[src/rtl/csw_pkg.sv]
package csw_pkg;

  // Total wait: code contributes steps of two, the separate bit adds one.
  function automatic logic [7:0] wait_total(input logic [7:0] code, input logic lsb);
    return {code[6:0], lsb};
  endfunction

  // All-ones code hands cycle termination to the external acknowledge.
  function automatic logic is_ext_code(input logic [7:0] code, input int unsigned width);
    logic [7:0] ones;
    ones = 8'((16'd1 << width) - 16'd1);
    return code == ones;
  endfunction

  // Inclusive window compare.
  function automatic logic in_range(input logic [63:0] a, input logic [63:0] lo,
                                    input logic [63:0] hi);
    return (a >= lo) && (a <= hi);
  endfunction

endpackage

[src/rtl/csw_cfg_regs.sv]
module csw_cfg_regs #(
  parameter int REG_W     = 16,
  parameter int FIELD_LSB = 4,
  parameter int FIELD_W   = 3,
  parameter logic [REG_W-1:0] RST_VAL = 16'h0060
) (
  input  logic               clk,
  input  logic               rst_n,
  input  logic               cfg_wr,
  input  logic [REG_W-1:0]   cfg_wdata,
  input  logic               lsb_wr,
  input  logic               lsb_wdata,
  output logic [REG_W-1:0]   cfg_rdata,
  output logic               lsb_rdata,
  output logic [FIELD_W-1:0] code_o,
  output logic               lsb_o
);
  localparam logic [FIELD_W-1:0] RST_CODE = RST_VAL[FIELD_LSB +: FIELD_W];

  logic [FIELD_W-1:0] code_q;
  logic               lsb_q;

  always_ff @(posedge clk) begin
    if (!rst_n) begin
      code_q <= RST_CODE;
    end else if (cfg_wr) begin
      code_q <= cfg_wdata[FIELD_LSB +: FIELD_W];
    end
  end

  always_ff @(posedge clk) begin
    if (!rst_n) begin
      lsb_q <= 1'b0;
    end else if (lsb_wr) begin
      lsb_q <= lsb_wdata;
    end
  end

  always_comb begin
    cfg_rdata = '0;
    cfg_rdata[FIELD_LSB +: FIELD_W] = code_q;
  end

  assign lsb_rdata = lsb_q;
  assign code_o    = code_q;
  assign lsb_o     = lsb_q;
endmodule

[src/rtl/csw_window_decode.sv]
module csw_window_decode #(
  parameter int ADDR_W = 32,
  parameter logic [ADDR_W-1:0] WIN_LO = 32'hFFFC_0000,
  parameter logic [ADDR_W-1:0] WIN_HI = 32'hFFFD_FFFF
) (
  input  logic [ADDR_W-1:0] addr,
  output logic              hit
);
  import csw_pkg::*;
  assign hit = in_range(64'(addr), 64'(WIN_LO), 64'(WIN_HI));
endmodule

[src/rtl/csw_wait_timer.sv]
module csw_wait_timer #(
  parameter int CNT_W = 4
) (
  input  logic             clk,
  input  logic             rst_n,
  input  logic             hold,
  input  logic             start,
  input  logic [CNT_W-1:0] load_val,
  input  logic             load_ext,
  output logic             active_o,
  output logic             done_o,
  output logic             ext_o
);
  logic [CNT_W-1:0] cnt_q;
  logic             active_q;
  logic             done_q;
  logic             ext_q;

  always_ff @(posedge clk) begin
    if (!rst_n) begin
      cnt_q    <= '0;
      active_q <= 1'b0;
      done_q   <= 1'b0;
      ext_q    <= 1'b0;
    end else if (!hold) begin
      cnt_q    <= '0;
      active_q <= 1'b0;
      done_q   <= 1'b0;
      ext_q    <= 1'b0;
    end else if (!active_q) begin
      if (start) begin
        active_q <= 1'b1;
        cnt_q    <= load_val;
        ext_q    <= load_ext;
        done_q   <= 1'b0;
      end
    end else if (!ext_q && !done_q) begin
      if (cnt_q == '0) begin
        done_q <= 1'b1;
      end else begin
        cnt_q <= cnt_q - 1'b1;
      end
    end
  end

  assign active_o = active_q;
  assign done_o   = done_q;
  assign ext_o    = ext_q;
endmodule

[src/rtl/csw_dtack_gen.sv]
module csw_dtack_gen #(
  parameter int ADDR_W    = 32,
  parameter int REG_W     = 16,
  parameter int FIELD_LSB = 4,
  parameter int FIELD_W   = 3,
  parameter logic [REG_W-1:0]  RST_VAL = 16'h0060,
  parameter logic [ADDR_W-1:0] WIN_LO  = 32'hFFFC_0000,
  parameter logic [ADDR_W-1:0] WIN_HI  = 32'hFFFD_FFFF
) (
  input  logic              clk,
  input  logic              rst_n,
  input  logic              cfg_wr,
  input  logic [REG_W-1:0]  cfg_wdata,
  output logic [REG_W-1:0]  cfg_rdata,
  input  logic              lsb_wr,
  input  logic              lsb_wdata,
  output logic              lsb_rdata,
  input  logic [ADDR_W-1:0] bus_addr,
  input  logic              bus_strobe,
  input  logic              ext_ack,
  output logic              cs_out,
  output logic              ack_int,
  output logic              cycle_term
);
  import csw_pkg::*;

  localparam int MAX_WAIT = 2 * ((1 << FIELD_W) - 2) + 1;
  localparam int CNT_W    = $clog2(MAX_WAIT + 1);

  logic [FIELD_W-1:0] code_w;
  logic               lsb_w;
  logic               win_hit;
  logic               start_w;
  logic [CNT_W-1:0]   load_val_w;
  logic               load_ext_w;
  logic               ext_mode_q;

  csw_cfg_regs #(
    .REG_W(REG_W), .FIELD_LSB(FIELD_LSB), .FIELD_W(FIELD_W), .RST_VAL(RST_VAL)
  ) u_regs (
    .clk(clk), .rst_n(rst_n),
    .cfg_wr(cfg_wr), .cfg_wdata(cfg_wdata),
    .lsb_wr(lsb_wr), .lsb_wdata(lsb_wdata),
    .cfg_rdata(cfg_rdata), .lsb_rdata(lsb_rdata),
    .code_o(code_w), .lsb_o(lsb_w)
  );

  csw_window_decode #(
    .ADDR_W(ADDR_W), .WIN_LO(WIN_LO), .WIN_HI(WIN_HI)
  ) u_dec (
    .addr(bus_addr), .hit(win_hit)
  );

  assign start_w    = bus_strobe && win_hit;
  assign load_val_w = CNT_W'(wait_total(8'(code_w), lsb_w));
  assign load_ext_w = is_ext_code(8'(code_w), FIELD_W);

  csw_wait_timer #(
    .CNT_W(CNT_W)
  ) u_timer (
    .clk(clk), .rst_n(rst_n),
    .hold(bus_strobe), .start(start_w),
    .load_val(load_val_w), .load_ext(load_ext_w),
    .active_o(cs_out), .done_o(ack_int), .ext_o(ext_mode_q)
  );

  assign cycle_term = cs_out && (ack_int || ext_ack);
endmodule

[config.mk]
export PLATFORM = sky130hd
export DESIGN_NAME = csw_dtack_gen
export DESIGN_NICKNAME = d
export VERILOG_FILES = /design/src/rtl/csw_pkg.sv /design/src/rtl/csw_cfg_regs.sv /design/src/rtl/csw_window_decode.sv /design/src/rtl/csw_wait_timer.sv /design/src/rtl/csw_dtack_gen.sv
export SDC_FILE = /design/constraint.sdc
export NUM_CORES = 1
export LEC_CHECK = 0
export ABC_AREA = 1
export BUFFER_PORTS_ARGS = -buffer_cell sky130_fd_sc_hd__buf_2
export CAP_MARGIN = 20
export CORE_MARGIN = 5
export CORE_UTILIZATION = 37
export DETAILED_ROUTE_END_ITERATION = 6
export PLACE_DENSITY = 0.82
export SETUP_SLACK_MARGIN = 0.15
export SLEW_MARGIN = 40
export SYNTH_ARGS = -nofsm -noshare
export SYNTH_HDL_FRONTEND = slang
export SYNTH_SLANG_ARGS = --single-unit
[constraint.sdc]
create_clock -name clk -period 2.1 [get_ports clk]
set_input_delay 0.42 -clock clk [delete_from_list [all_inputs] [get_ports clk]]
set_output_delay 0.42 -clock clk [all_outputs]
set_load 0.01 [all_outputs]
==> results.toml <==
[outcome]
status = "complete, no violations"

[worst_setup_path]
path_max_fanout = 8
crit_type = "reg2out"
cpMaxStageDelayCell = "dfxtp_1"
worst-path-stages = 3
rr_startpoint = "u_timer.cnt_q[0]"
cp.arrival_ns = 1.10
worstPathBufferInverterCount = 2
slowest_delay_ns = 0.45
rr_endpoint = "u_timer.cnt_q[0]"
r2r_cells = 9
crit_chain = "inv_2 > nor2_1 > buf_2"
end_kind = "primary output"
startpoint = "u_timer.active_o"
crit_path_start_kind = "register"
crit_required_ns = 1.68
cpLargestDelayFamily = "flip-flops"
worstSetupEndpoint = "cycle_term"
rrSetupSlack_ns = 0.75

[final_layout]
layout_common_cells = "buf_2 (31), nand2_1 (23), nor2_1 (17)"
utilization = 0.4877
drive_gt1_frac = 0.2917
area_growth_pct = 22.58
num_antenna_cells = 0
layout_commonest_cell = "buf_2"
fin_cells = 169
nets = 201

[clock_tree]
clock_sinks = 11
cts_made_buffers = 3
htreeDepth = 1
cts-root-buf = "clkbuf_4"
clk_pin_slew_ns = 0.06
hold_buffers = 0
cts-resized-gates = 0
cts_tree = "yes"
postCtsSetupBuffers = 0
clk_latency_ns = 0.27
clockBufferDepth = 2

[place]
dp.cells = 165
gp_congestion = 0.7480
numPortBuffers = 31
hpwl_um = 1402

[synthesis]
yosysWarnings = 0
synth_edf_count = 0
synthArstFlopShare = 0
synth-seq-area-share = 0.3104
synth.ff_latch_count = 11
yosysUniqueCellTypes = 19
synth-main-ff-cell = "dfxtp_1"
synth.avg_cell_area_um2 = 6.449
syn-cell-area_um2 = 709.4
syn_inst = 110

[die]
start_util = 0.3979
pin_count = 75
rows = 15
die_height_um = 53.79
die_w_um = 53.79
placeableCoreArea_um2 = 1783
die_area_um2 = 2893

[timing]
fin_crit_ns = 1.522
hold_slack_ns = 0.3441
skew_ns = 0.009119
rsz0062_at_grt = "no"
slew_violations = 0
fmax_mhz = 656.9
finalSetupTns_ns = 0
fin_crit_sh = 0.7249
hold_viol_final = 0
setup_violations = 0

[routing]
post_drt_via_cell_ratio = 4.396
drc_errors = 0
wl_um = 1647
avgRoutedWirePerCell_um = 9.746
dr.pass1.iters = 4
dr_total_vias = 743
ant_nets = 0
drtIter0Drc = 4

[power]
ir_worst_vdd_mv = 0.4643
leakage_uw = 0.0004674
power_density_nw_per_um2 = 493.6

[global_route]
grt-ovfl-total = 0
grt_pass1_vias = 725
grt_pass1_wl_um = 2766
grt_max_degree = 10
antenna_found_initial = 0
grt_usage = 0.1310

[min_path]
hold_class = "in2reg"

[flow_run]
maxCapViolCount = 0
## cells in the mapped netlist (3+ instances only)
| master | count | area [um2] |
|---|---|---|
| o21ai_1 | 3 | 15.01 |
| inv_1 | 11 | 41.29 |
| o21ai_0 | 6 | 30.03 |
| buf_4 | 13 | 97.59 |
| nor2_1 | 17 | 63.81 |
| inv_2 | 3 | 11.26 |
| nand2_1 | 23 | 86.33 |
| a21oi_1 | 8 | 40.04 |
| nand3_1 | 6 | 30.03 |
| dfxtp_1 | 11 | 220.2 |
## layer usage
metal  vias up  GRT usage  wire length [um]
met2        22     0.2379               854
met3         4    0.06094               148
met5         -          0                 0
li1        386          -                 -
met1       331     0.1314               626
met4         0    0.03830                18
## worst min path at each step
stage / cells after the start / end / slack [ns] / start
4_1_cts: 2 / u_regs.lsb_o / 0.33 / lsb_wr
6_report: 2 / u_regs.lsb_o / 0.34 / lsb_wr
2_1_floorplan: 2 / u_timer.ext_o / 0.45 / u_timer.ext_o
5_1_grt: 2 / u_regs.lsb_o / 0.34 / lsb_wr
3_5_place_dp: 2 / u_timer.ext_o / 0.48 / u_timer.ext_o
3_3_place_gp: 2 / u_timer.ext_o / 0.46 / u_timer.ext_o
## report_power, final
| part | switching [uW] | internal, uW | leakage (uW) | total [uW] |
|---|---|---|---|---|
| registers | 3.55 | 214 | 0.0000897 | 217 |
| clock network | 73.5 | 73.6 | 0.0000150 | 147 |
| logic | 37.2 | 27.6 | 0.000363 | 64.7 |
## flip-flops by register name, indices dropped and copies added, names as in the netlist
name              flops
u_timer.cnt_q         4
u_regs.code_o         3
u_regs.lsb_o          1
u_timer.active_o      1
u_timer.done_o        1
u_timer.ext_o         1
## logic make-up after synthesis
group,count (synthesis),synth area share
other cells,1,0.005286
flops,11,0.3104
fa+ha+maj,1,0.01763
simple gates,52,0.3263
buf+inv,27,0.2116
compound gates,18,0.1288
## stage by stage
step                      area (um2)  worst slack, ns  total power (uW)
after CTS                      869.6           0.5444             433.3
after floorplan                754.5           0.9244             271.3
after global placement         843.3           0.8292             283.7
after global routing           869.6           0.4372             453.0
final                          869.6           0.5777             429.2
after detailed placement       843.3           0.7672             286.6
## cell type report
class	count	area, um2
Clock buffer	4	26.28
Fill cell	185	913.4
Inverter	14	52.55
Multi-Input combinational cell	84	384.1
Sequential cell	11	220.2
Tap cell	25	31.28
Timing Repair Buffer	31	155.1
Note: power is estimated with default switching activity, not from simulation.
